--- src/rtl/mesi_pkg.sv ---
package mesi_pkg;
   typedef enum logic [1:0] {
      ST_I = 2'd0,
      ST_S = 2'd1,
      ST_E = 2'd2,
      ST_M = 2'd3
   } mesi_t;

   typedef enum logic [1:0] {
      CMD_RD  = 2'd0,
      CMD_RDX = 2'd1,
      CMD_UPG = 2'd2,
      CMD_NOP = 2'd3
   } bus_cmd_t;

   typedef enum logic [1:0] {
      FSM_IDLE = 2'd0,
      FSM_BUS  = 2'd1,
      FSM_WB   = 2'd2
   } fsm_t;
endpackage

--- src/rtl/mesi_snoop_resp.sv ---
module mesi_snoop_resp
   import mesi_pkg::*;
(
   input  logic       valid,
   input  logic [1:0] cmd,
   input  logic       hit,
   input  mesi_t      st,
   input  logic       engine_free,
   output logic       retry,
   output logic       shared,
   output logic       upd,
   output mesi_t      nxt,
   output logic       wb_start,
   output mesi_t      wb_nxt
);
   logic is_rd, is_inv, act;

   assign is_rd    = (cmd == CMD_RD);
   assign is_inv   = (cmd == CMD_RDX) || (cmd == CMD_UPG);
   assign act      = valid && hit && (is_rd || is_inv);
   // dirty lines never hand data over: the requester backs off
   assign retry    = act && (st == ST_M);
   assign shared   = act && is_rd && ((st == ST_E) || (st == ST_S));
   // clean lines change state at once; a read leaves a Shared line alone
   assign upd      = act && (st != ST_M) && (is_inv || (st == ST_E));
   assign nxt      = is_inv ? ST_I : ST_S;
   assign wb_start = retry && engine_free;
   assign wb_nxt   = is_rd ? ST_S : ST_I;
endmodule

--- src/rtl/mesi_fill_pick.sv ---
module mesi_fill_pick
   import mesi_pkg::*;
#(
   parameter bit USE_EXCL = 1'b1
) (
   input  logic [1:0] cmd,
   input  logic       peer_shared,
   output mesi_t      fill_st
);
   mesi_t clean_st;

   generate
      if (USE_EXCL) begin : g_excl
         assign clean_st = peer_shared ? ST_S : ST_E;
      end else begin : g_noexcl
         assign clean_st = ST_S;
      end
   endgenerate

   assign fill_st = (cmd == CMD_RDX) ? ST_M : clean_st;
endmodule

--- src/rtl/mesi_line_ctrl.sv ---
module mesi_line_ctrl
   import mesi_pkg::*;
#(
   parameter int AW       = 8,
   parameter int DW       = 16,
   parameter int NLINES   = 4,
   parameter bit USE_EXCL = 1'b1
) (
   input  logic          clk,
   input  logic          rst_n,
   input  logic          cpu_req,
   input  logic          cpu_we,
   input  logic [AW-1:0] cpu_addr,
   input  logic [DW-1:0] cpu_wdata,
   output logic          cpu_ack,
   output logic [DW-1:0] cpu_rdata,
   output logic          cpu_stall,
   output logic          bus_req,
   output logic [1:0]    bus_cmd,
   output logic [AW-1:0] bus_addr,
   input  logic          bus_gnt,
   input  logic          bus_retry,
   input  logic          bus_shared,
   input  logic [DW-1:0] bus_rdata,
   input  logic          snp_valid,
   input  logic [1:0]    snp_cmd,
   input  logic [AW-1:0] snp_addr,
   output logic          snp_retry,
   output logic          snp_shared,
   output logic          mem_wr_valid,
   output logic [AW-1:0] mem_wr_addr,
   output logic [DW-1:0] mem_wr_data,
   input  logic          mem_wr_ready
);
   localparam int IDXW = $clog2(NLINES);
   localparam int TAGW = AW - IDXW;

   generate
      if (NLINES < 2 || (NLINES & (NLINES - 1)) != 0) begin : g_bad_lines
         $error("NLINES must be a power of two of at least 2");
      end
      if (TAGW < 1) begin : g_bad_aw
         $error("AW must exceed the index width");
      end
      if (DW < 1) begin : g_bad_dw
         $error("DW must be positive");
      end
   endgenerate

   mesi_t          st_q  [NLINES];
   logic [TAGW-1:0] tag_q [NLINES];
   logic [DW-1:0]  dat_q [NLINES];

   fsm_t           fsm_q;
   bus_cmd_t       pend_cmd_q;
   logic [AW-1:0]  pend_addr_q;
   logic [IDXW-1:0] wb_idx_q;
   logic [AW-1:0]  wb_addr_q;
   mesi_t          wb_nxt_q;

   logic [IDXW-1:0] c_idx, s_idx, p_idx;
   logic [TAGW-1:0] c_tag, s_tag;
   logic c_hit, s_hit, eng_idle, local_go, need_upg, miss;
   logic evict_go, fetch_go, upg_stale, bus_done, wb_done;
   logic s_upd, s_wb_start;
   mesi_t s_nxt, s_wb_nxt, fill_st;

   assign c_idx = cpu_addr[IDXW-1:0];
   assign c_tag = cpu_addr[AW-1:IDXW];
   assign s_idx = snp_addr[IDXW-1:0];
   assign s_tag = snp_addr[AW-1:IDXW];
   assign p_idx = pend_addr_q[IDXW-1:0];

   assign c_hit = (st_q[c_idx] != ST_I) && (tag_q[c_idx] == c_tag);
   assign s_hit = (st_q[s_idx] != ST_I) && (tag_q[s_idx] == s_tag);

   assign eng_idle = (fsm_q == FSM_IDLE);

   mesi_snoop_resp u_snoop (
      .valid       (snp_valid),
      .cmd         (snp_cmd),
      .hit         (s_hit),
      .st          (st_q[s_idx]),
      .engine_free (eng_idle),
      .retry       (snp_retry),
      .shared      (snp_shared),
      .upd         (s_upd),
      .nxt         (s_nxt),
      .wb_start    (s_wb_start),
      .wb_nxt      (s_wb_nxt)
   );

   mesi_fill_pick #(.USE_EXCL(USE_EXCL)) u_fill (
      .cmd         (pend_cmd_q),
      .peer_shared (bus_shared),
      .fill_st     (fill_st)
   );

   // local side: only when idle and the bus carries no foreign snoop
   assign local_go  = eng_idle && cpu_req && !snp_valid;
   assign cpu_ack   = local_go && c_hit &&
                      (!cpu_we || st_q[c_idx] == ST_M || st_q[c_idx] == ST_E);
   assign cpu_rdata = dat_q[c_idx];
   assign cpu_stall = cpu_req && !cpu_ack;
   assign need_upg  = local_go && c_hit && cpu_we && (st_q[c_idx] == ST_S);
   assign miss      = local_go && !c_hit;
   assign evict_go  = miss && (st_q[c_idx] == ST_M);
   assign fetch_go  = miss && (st_q[c_idx] != ST_M);

   // an upgrade whose Shared copy was invalidated meanwhile is abandoned
   assign upg_stale = (pend_cmd_q == CMD_UPG) && (st_q[p_idx] != ST_S);
   assign bus_req   = (fsm_q == FSM_BUS) && !upg_stale;
   assign bus_cmd   = pend_cmd_q;
   assign bus_addr  = pend_addr_q;
   assign bus_done  = bus_req && bus_gnt && !bus_retry;

   assign mem_wr_valid = (fsm_q == FSM_WB);
   assign mem_wr_addr  = wb_addr_q;
   assign mem_wr_data  = dat_q[wb_idx_q];
   assign wb_done      = mem_wr_valid && mem_wr_ready;

   always_ff @(posedge clk) begin
      if (!rst_n) begin
         fsm_q       <= FSM_IDLE;
         pend_cmd_q  <= CMD_RD;
         pend_addr_q <= '0;
         wb_idx_q    <= '0;
         wb_addr_q   <= '0;
         wb_nxt_q    <= ST_I;
      end else begin
         unique case (fsm_q)
            FSM_IDLE: begin
               if (s_wb_start) begin
                  fsm_q     <= FSM_WB;
                  wb_idx_q  <= s_idx;
                  wb_addr_q <= snp_addr;
                  wb_nxt_q  <= s_wb_nxt;
               end else if (evict_go) begin
                  fsm_q     <= FSM_WB;
                  wb_idx_q  <= c_idx;
                  wb_addr_q <= {tag_q[c_idx], c_idx};
                  wb_nxt_q  <= ST_I;
               end else if (need_upg) begin
                  fsm_q       <= FSM_BUS;
                  pend_cmd_q  <= CMD_UPG;
                  pend_addr_q <= cpu_addr;
               end else if (fetch_go) begin
                  fsm_q       <= FSM_BUS;
                  pend_cmd_q  <= cpu_we ? CMD_RDX : CMD_RD;
                  pend_addr_q <= cpu_addr;
               end
            end
            FSM_BUS: if (upg_stale || bus_done) fsm_q <= FSM_IDLE;
            FSM_WB:  if (mem_wr_ready) fsm_q <= FSM_IDLE;
            default: fsm_q <= FSM_IDLE;
         endcase
      end
   end

   // coherence state per line; write-back completion, then snoop, then bus, then local
   always_ff @(posedge clk) begin
      for (int i = 0; i < NLINES; i++) begin
         if (!rst_n) begin
            st_q[i] <= ST_I;
         end else if (wb_done && wb_idx_q == IDXW'(i)) begin
            st_q[i] <= wb_nxt_q;
         end else if (s_upd && s_idx == IDXW'(i)) begin
            st_q[i] <= s_nxt;
         end else if (bus_done && p_idx == IDXW'(i)) begin
            st_q[i] <= (pend_cmd_q == CMD_UPG) ? ST_M : fill_st;
         end else if (cpu_ack && cpu_we && c_idx == IDXW'(i)) begin
            st_q[i] <= ST_M;
         end
      end
   end

   always_ff @(posedge clk) begin
      for (int i = 0; i < NLINES; i++) begin
         if (bus_done && p_idx == IDXW'(i) && pend_cmd_q != CMD_UPG) begin
            tag_q[i] <= pend_addr_q[AW-1:IDXW];
            dat_q[i] <= bus_rdata;
         end else if (cpu_ack && cpu_we && c_idx == IDXW'(i)) begin
            dat_q[i] <= cpu_wdata;
         end
      end
   end
endmodule

--- config.mk ---
export PLATFORM = sky130hd
export DESIGN_NAME = mesi_line_ctrl
export DESIGN_NICKNAME = d
export VERILOG_FILES = /design/src/rtl/mesi_pkg.sv /design/src/rtl/mesi_snoop_resp.sv /design/src/rtl/mesi_fill_pick.sv /design/src/rtl/mesi_line_ctrl.sv
export SDC_FILE = /design/constraint.sdc
export NUM_CORES = 1
export LEC_CHECK = 0
export BUFFER_PORTS_ARGS = -buffer_cell sky130_fd_sc_hd__buf_2
export CORE_ASPECT_RATIO = 0.5
export CORE_MARGIN = 2
export CORE_UTILIZATION = 35
export CTS_CLUSTER_SIZE = 14
export DETAILED_ROUTE_END_ITERATION = 8
export MAX_ROUTING_LAYER = met4
export PLACE_DENSITY_LB_ADDON = 0.15
export SYNTH_ARGS = -nofsm -noshare
export SYNTH_HDL_FRONTEND = slang
export SYNTH_SLANG_ARGS = --single-unit
--- constraint.sdc ---
create_clock -name clk -period 4.3 [get_ports clk]
set_clock_uncertainty 0.2 [all_clocks]
set_input_delay 0.645 -clock clk [delete_from_list [all_inputs] [get_ports clk]]
set_output_delay 0.645 -clock clk [all_outputs]
set_load 0.005 [all_outputs]
==> Flow_metrics.wiki, run 1 <==
{| class="wikitable"
! Metric !! Value
|-
| Result of the run || complete, no violations
|-
| Data required time at the worst endpoint || 3.45 ns
|-
| Number of buffers and inverters on the critical path || 2
|-
| Pleak || 3.22 nW
|-
| Main combinational cell family by area after synthesis || multiplexers
|-
| Total clock sinks || between 100 and 150
|-
| Final design instance area without fill || ~8300 um2
|-
| Synth Register Bits || roughly 120
|-
| Final TNS setup || 0 ns
|-
| Worst hold endpoint || bus_addr[4]
|-
| Number of antenna violations at the first check in global routing || 2
|-
| Number of buffers added to fix hold violations after cts || 0
|-
| Number of violations reported at the end of detailed-routing iteration 0 || roughly 230
|-
| Area growth from synthesis to layout || 22.3%
|-
| Buffer depth of the longest clock path || 2
|-
| Post-route ant nets || 0
|-
| Post-CTS Repair Setup Buffers || 0
|-
| Share of synthesized flip-flops with an asynchronous set or reset || 0%
|-
| Final count of hold timing violations || 0
|-
| Number of failing setup endpoints in the final timing report || 0
|-
| Endpoint type of the worst setup path || primary output
|-
| Worst slew slack as a fraction of its limit || roughly 36%
|-
| Tmin final || ~3.6 ns
|-
| DRC || 0
|-
| Critical path, cell by cell || buf_2 -> mux2i_1 -> xor2_1 -> or3b_2 -> a21oi_1 -> nand2_1 -> nor2_1 -> buf_2
|-
| Count of port buffers added during placement || about 110
|-
| Floorplan die area || 20600 um2
|-
| Compound-Gate Fraction of Synth Area || under 10%
|-
| Worst skew pair latency || 0.42 ns
|-
| Setup slack, reg-to-reg || approximately 0.96 ns
|-
| Largest voltage drop on the vdd net || 0.233 mV
|-
| Die Y || just over 100 um
|-
| Max Cap Viol || 0
|-
| Most frequent cell on the critical path || buf_2
|-
| Global route overflow || 0
|-
| Power per cell area || ~360 nW/um2
|-
| Final Non-Filler Cells || 910
|-
| Achievable Freq || between 200 and 300 MHz
|-
| Effective utilization at floorplan || between 30 and 40%
|-
| Worst min-delay path category || in -> reg
|-
| Post-detailed-routing wire length || 19400 um
|-
| Most frequent cell after synthesis || edfxtp_1
|-
| Count of standard-cell rows || 35
|-
| Number of buffers created by CTS || 17
|-
| Hold Startpoint || cpu_addr[4]
|-
| RSZ-0062 raised after global routing || no
|-
| Register clock-pin slew on the reported worst setup and hold paths || around 0.060 ns
|-
| Multiplexer share of the synthesized area || between 20% and 30%
|-
| Largest cells by area after synthesis || edfxtp_1 42%, mux4_2 13%, mux2_2 7.8%, dfxtp_1 7.4%, mux2i_1 3.8%
|-
| Core ar. || about 19000 um2
|-
| Dominant synthesized flop cell || edfxtp_1
|-
| Post-Place Setup Slack || 0.353 ns
|-
| Sequential-to-total area share from yosys stat || 49.9%
|-
| Mean cell area of the mapped netlist || ~13 um2
|-
| Worst Reg-to-Reg Cells || 8
|-
| Top cell types by occurrence after synthesis || 96 x edfxtp_1, 65 x nand2_1, 47 x mux2_2
|-
| Layout cell share with drive strength beyond 1 || about two fifths
|-
| Cell at the root of the clock tree || clkbuf_16
|-
| Post-DP HPWL || ~14000 um
|-
| Vias in the first global route || just under 5000
|-
| Cells after Synth || 510
|-
| Final period utilization || between 80% and 90%
|-
| Number of cells in the design after placement || around 900
|-
| Net count reported at finish || 700
|-
| Final worst-path setup slack || around 0.66 ns
|-
| Total number of vias || between 4000 and 5000
|-
| XOR/XNOR share of the synthesized area || 2.40%
|-
| Destination of the worst register-to-register timing path || st_q[2][0]
|-
| Quantity of gates resized following cts || 0
|-
| Global-route wire length before repair || approximately 30000 um
|-
| Placed Area || slightly below 8000 um2
|-
| CP top delay family || simple AND/OR/NAND/NOR gates
|-
| GRT Util Overall || between 20% and 30%
|-
| Number of optimization iterations in the first detailed-route pass || 4
|-
| Startpoint of the lowest-slack register-to-register path || st_q[1][1]
|-
| Die width || about 200 um
|-
| H-tree level count || 4
|-
| Area share of the largest cell type after synthesis || approximately 42%
|-
| RD Place Congestion || about 0.84
|-
| Worst Hold Depth || 3
|-
| Arrival time at the worst endpoint || 2.80 ns
|-
| Post-Synthesis Cell Area || 6790 um2
|-
| Synthesized-area fraction occupied by and/or/nand/nor cells || roughly an eighth
|-
| Type of the worst setup path || in -> out
|-
| Critical Path Start Type || input pin
|-
| Net count after synthesis || 574
|-
| Synth cell types || 58
|-
| Largest fanout on the critical path || 15
|-
| CTS tree || built
|-
| Slowest cell on the critical path || or3b_2
|-
| Final core area utilization || ~44%
|-
| Synthesized-area fraction occupied by adder cells || less than 1%
|-
| Max-slew violation total from the final report || 0
|-
| Avg Vias per Cell || 5.32
|-
| Largest net degree at the start of global routing || 20
|-
| Detailed-route wire length per cell || ~21 um
|-
| Number of warnings issued by yosys || 0
|-
| Post-synthesis cell type with the largest combined area || edfxtp_1
|-
| I/O pin total || 115
|-
| Count of flip-flops with a built-in enable after synthesis || 96
|-
| Maximum single-stage delay on the critical path || approximately 0.5 ns
|-
| Slew at the pin closest to its max-slew limit || roughly 0.95 ns
|}
-- kinds of logic after synthesis --
kind of cell / Yosys count
buffers and inverters: 37
flip-flops: 121
adder cells (fa/ha/maj): 5
AO/OA/AOI/OAI: 48
XOR/XNOR: 16
multiplexers: 121
AND/OR/NAND/NOR: 162
-- where the power goes --
| group | internal, mW | total (mW) | switching [mW] | leakage [nW] |
|---|---|---|---|---|
| Combinational | 0.121 | 0.263 | 0.142 | 1.85 |
| Clock | 0.851 | 1.40 | 0.553 | 0.267 |
| Sequential | 1.28 | 1.29 | 0.0156 | 1.11 |
| Total | 2.25 | 2.96 | 0.711 | 3.22 |
-- per-layer routing --
metal,share of wire (%),track usage [%],vias to the layer above
met1,48,26.8,2452
met2,46,31.7,138
met3,4.7,4.69,14
met4,0.63,4.39,0
li1,-,-,2238
met5,0,-,-
-- worst max-delay path by stage --
stage | start | endpoint | slack (ns) | depth (start not counted)
final | snp_addr[1] | snp_shared | 0.66 | 8
after global placement | snp_addr[0] | st_q[2][0] | 0.38 | 9
after detailed placement | snp_addr[0] | st_q[2][0] | 0.35 | 11
after CTS | cpu_addr[0] | cpu_stall | 0.65 | 8
after global routing | cpu_addr[0] | cpu_stall | 0.50 | 8
after floorplan | snp_addr[0] | st_q[2][0] | 0.53 | 10
-- sequential cells by signal, summed over array words and instances (netlist names), named ones only --
| signal | cells |
|---|---|
| wb_nxt_q | 1 |
| bus_addr | 8 |
| tag_q | 24 |
| fsm_q | 2 |
| wb_idx_q | 1 |
| st_q | 8 |
| dat_q | 64 |
| bus_cmd | 2 |
| mem_wr_addr | 7 |
-- layout by cell type (no fill, tap or decap), types with 6 or more instances in the layout --
master and n:
buf_2 114, nand3_1 10, clkbuf_16 17, mux4_2 40
a21oi_1 16, nand2_1 65, nor2_1 26, nor3_1 6
nor2b_1 12, dfxtp_1 25, mux2i_1 26, o21ai_0 11
buf_4 21, inv_1 8, xnor2_1 10, nand2b_1 8
edfxtp_1 96, mux2_2 47
-- worst reg2reg max path: cells and delay by family (launching register included) --
family | cells | cell delay, ns
mux | 2 | 0.91
flops | 1 | 0.46
simple gates | 2 | 0.65
fa+ha+maj | 1 | 0.24
compound gates | 3 | 0.63
-- layout make-up --
cell class	instances	area, um2
timing repair buffer	135	728
clock inverter	15	154
inverter	9	33.8
tap	259	324
fill	1774	10400
sequential	121	3380
multi-input combinational	352	3240
clock buffer	17	425
antenna	2	5.00
-- through the flow --
step | power [mW] | hold WS, ns
6_report | 2.96 | 0.321
5_1_grt | 3.07 | 0.330
4_1_cts | 2.98 | 0.307
3_5_place_dp | 1.58 | 0.328
3_3_place_gp | 1.58 | 0.327
2_1_floorplan | 1.47 | 0.283
Note: power is estimated with default switching activity, not from simulation.
==> inputs of run 2 (changes only) <==
==> constraint.sdc (replaced) <==
create_clock -name clk -period 2.9 [get_ports clk]
set_clock_uncertainty 0.2 [all_clocks]
set_input_delay 0.435 -clock clk [delete_from_list [all_inputs] [get_ports clk]]
set_output_delay 0.435 -clock clk [all_outputs]
set_load 0.005 [all_outputs]
==> run 2 against run 1 <==
The run now ends with setup timing left; global-route usage grew 0.76 points; register-to-register slack lost 1.1 ns; clock power increased by 49%; sequential share of layout area is 5.1 points lower; die area unchanged; power increased by 52%; worst hold slack got worse by 0.21 ns; flip-flop and latch count did not move; sequential power is 49% higher; largest power group unchanged.
==> Flow_metrics.wiki, run 2 (synthesis gave the netlist of run 1 again) <==
{| class="wikitable"
! Metric !! Value
|-
| Final count of hold timing violations || 0 (unchanged)
|-
| Final design instance area without fill || 9490 um2 (was 8300 um2)
|-
| Final Non-Filler Cells || 992 (was 910)
|-
| Post-DP HPWL || 14300 um (was 13600 um)
|-
| Effective utilization at floorplan || 36.3% (unchanged)
|-
| Largest Register || dat_q (unchanged)
|-
| Diode count || 0 (was 2)
|-
| RD Place Congestion || 0.908 (was 0.840)
|-
| Number of buffers and inverters on the critical path || 5 (was 2)
|-
| Count of port buffers added during placement || 114 (unchanged)
|-
| Number of stages on the worst setup path || 10 (was 8)
|-
| Hold Startpoint || cpu_addr[7] (was cpu_addr[4])
|-
| H-tree level count || 4 (unchanged)
|-
| Die Y || 102 um (unchanged)
|-
| Critical Path Start Type || flop (was input pin)
|-
| RSZ-0062 raised after global routing || yes (was no)
|-
| Number of buffers created by CTS || 17 (unchanged)
|-
| Worst Hold Depth || 3 (unchanged)
|-
| Result of the run || complete, but fails checks (was complete, no violations)
|-
| Number of optimization iterations in the first detailed-route pass || 5 (was 4)
|-
| Endpoint type of the worst setup path || flop (was primary output)
|-
| Worst slew slack as a fraction of its limit || 68.7% (was 36.3%)
|-
| Largest fanout on the critical path || 10 (was 15)
|-
| Number of antenna violations at the first check in global routing || 0 (was 2)
|-
| Cell at the root of the clock tree || clkbuf_16 (unchanged)
|-
| Slew at the pin closest to its max-slew limit || 0.466 ns (was 0.954 ns)
|-
| Worst Reg-to-Reg Cells || 10 (was 8)
|-
| Maximum single-stage delay on the critical path || 0.50 ns (about the same)
|-
| Arrival time at the worst endpoint || 3.02 ns (was 2.80 ns)
|-
| Post-Place Setup Slack || -0.393 ns (was 0.353 ns)
|-
| Power per cell area || 475 nW/um2 (was 357 nW/um2)
|-
| Max-slew violation total from the final report || 0 (unchanged)
|-
| Worst skew pair latency || 0.42 ns (about the same)
|-
| Final period utilization || 105%
|-
| DRC || 0 (unchanged)
|-
| Number of fillers in the final layout || 1676 (was 1774)
|-
| Critical path, cell by cell || buf_4 -> mux4_2 -> o2111ai_4 -> buf_6 -> nor3_4 -> buf_4 -> nand4b_1 -> buf_6 -> clkbuf_16 -> mux2_2 (was buf_2 -> mux2i_1 -> xor2_1 -> or3b_2 -> a21oi_1 -> nand2_1 -> nor2_1 -> buf_2)
|-
| Critical path capture point || dat_q[1][8] (was snp_shared)
|-
| Total clock sinks || 121 (unchanged)
|-
| Largest voltage drop on the vdd net || 0.380 mV (was 0.233 mV)
|-
| Global route overflow || 0 (unchanged)
|-
| Most frequent standard cell in the layout excluding fill and tap cells || buf_2 (unchanged)
|-
| Core ar. || 18700 um2 (unchanged)
|-
| Slowest cell on the critical path || mux4_2 (was or3b_2)
|-
| Violated checks || setup timing
|-
| CP top delay family || multiplexers (was simple AND/OR/NAND/NOR gates)
|-
| Type of the worst setup path || reg -> reg (was in -> out)
|-
| Number of buffers added to fix hold violations after cts || 0 (unchanged)
|-
| Max Cap Viol || 0 (unchanged)
|-
| Layout cell share with drive strength beyond 1 || 53.6% (was 41.0%)
|-
| Number of cells in the design after placement || 934 (was 876)
|-
| Pleak || 3.85 nW (was 3.22 nW)
|-
| Die width || 201 um (unchanged)
|-
| Avg Vias per Cell || 5.18 (was 5.32)
|-
| CTS tree || built (unchanged)
|-
| I/O pin total || 115 (unchanged)
|-
| Detailed-route wire length per cell || 20.8 um (was 21.3 um)
|-
| Worst min-delay path category || in -> reg (unchanged)
|-
| Setup slack, reg-to-reg || -0.15 ns (was 0.96 ns)
|-
| Number of violations reported at the end of detailed-routing iteration 0 || 369 (was 233)
|-
| Largest register FFs || 64 (unchanged)
|-
| CP Launch Point || st_q[1][1] (was snp_addr[1])
|-
| Buffer depth of the longest clock path || 2 (unchanged)
|-
| Startpoint of the lowest-slack register-to-register path || st_q[1][1] (unchanged)
|-
| Data required time at the worst endpoint || 2.87 ns (was 3.45 ns)
|-
| Total number of vias || 5134 (was 4842)
|-
| Post-route ant nets || 0 (unchanged)
|-
| Final worst-path setup slack || -0.153 ns (was 0.656 ns)
|-
| Commonest cells after routing, fill and taps aside || 112 x buf_2, 96 x edfxtp_1, 77 x buf_4 (was 114 x buf_2, 96 x edfxtp_1, 65 x nand2_1)
|-
| Count of standard-cell rows || 35 (unchanged)
|-
| Area growth from synthesis to layout || 39.8% (was 22.3%)
|-
| Floorplan die area || 20600 um2 (unchanged)
|-
| Number of failing setup endpoints in the final timing report || 103 (was 0)
|-
| Tmin final || 3.05 ns
|-
| Registers with the highest flip-flop counts || dat_q x64, tag_q x24 (unchanged)
|-
| Placed Area || 8420 um2 (was 7710 um2)
|-
| Largest net degree at the start of global routing || 21 (was 20)
|-
| GRT Util Overall || 20.9% (was 20.1%)
|-
| Post-detailed-routing wire length || 20600 um (was 19400 um)
|-
| Achievable Freq || between 300 and 400 MHz
|-
| Global-route wire length before repair || 30500 um (was 29300 um)
|-
| Register clock-pin slew on the reported worst setup and hold paths || 0.06 ns (about the same)
|-
| Net count reported at finish || 784 (was 700)
|-
| Destination of the worst register-to-register timing path || dat_q[1][8] (was st_q[2][0])
|-
| Vias in the first global route || 5142 (was 4926)
|}
[run 2: changes by cell type in the layout (fill, tap and decap cells not counted), sizes merged]
cell / change
clkbuf: +7
inv: +1
buf: +80
clkinv: -1
diode: -2
clkinvlp: -3
[run 2: worst min-delay path by stage]
stage,to
final,bus_addr[7]
after floorplan,wb_nxt_q[0]
after global routing,bus_addr[5]
after CTS,bus_addr[5]
after detailed placement,tag_q[1][2]
after global placement,tag_q[2][2]
[run 2: timing repair]
action | in CTS | in global routing
setup buffers | 12 | 10
endpoints found under the hold margin | 0 | 0
endpoints found under the setup margin | 37 | 141
pin swaps | 10 | 10
gates cloned | 1 | 4
resized for setup | 27 | 33
[run 2: layer usage]
layer	global-route usage (%)	vias to the layer above	share of wire, %	routed length (um)
li1	-	2395	-	-
met2	32.7	132	46	9550
met4	5.47	0	0.95	195
met1	28.2	2590	48	9860
met3	4.02	17	5.0	1030
met5	-	-	0	0
[run 2: cell type report]
type | instances | area (um2) | area share, %
clock buffers | 20 | 447 | 4.71
clock inverters | 12 | 125 | 1.32
inverters | 9 | 36.3 | 0.382
multi-input cells | 352 | 3530 | 37.2
flip-flops and latches | 121 | 3380 | 35.7
well taps | 259 | 324 | 3.42
repair buffers | 219 | 1640 | 17.3
[run 2: through the flow]
| stage | power (mW) | hold slack (ns) | util [%] | TNS [ns] |
|---|---|---|---|---|
| final | 4.51 | 0.110 | 50.7 | -9.01 |
| after global routing | 4.66 | 0.125 | 50.7 | -19.74 |
| after CTS | 4.51 | 0.101 | 49.2 | -1.85 |
| after detailed placement | 2.42 | 0.321 | 45.1 | -37.99 |
| after global placement | 2.42 | 0.309 | 45.1 | -31.49 |
| after floorplan | 2.21 | 0.283 | - | -8.09 |
[run 2: report_power, final]
group | total, mW | internal (mW) | switching [mW]
clock network | 2.08 | 1.28 | 0.798
registers | 1.92 | 1.89 | 0.0227
logic | 0.509 | 0.263 | 0.247
total | 4.51 | 3.44 | 1.07
[run 2: worst reg2reg max path, delay by kind of cell, from the launching register on]
kind	cells	cell delay [ns]
multiplexers	2	0.84
flip-flops	1	0.47
AO/OA/AOI/OAI	1	0.28
AND/OR/NAND/NOR	2	0.20
buffers and inverters	5	0.81
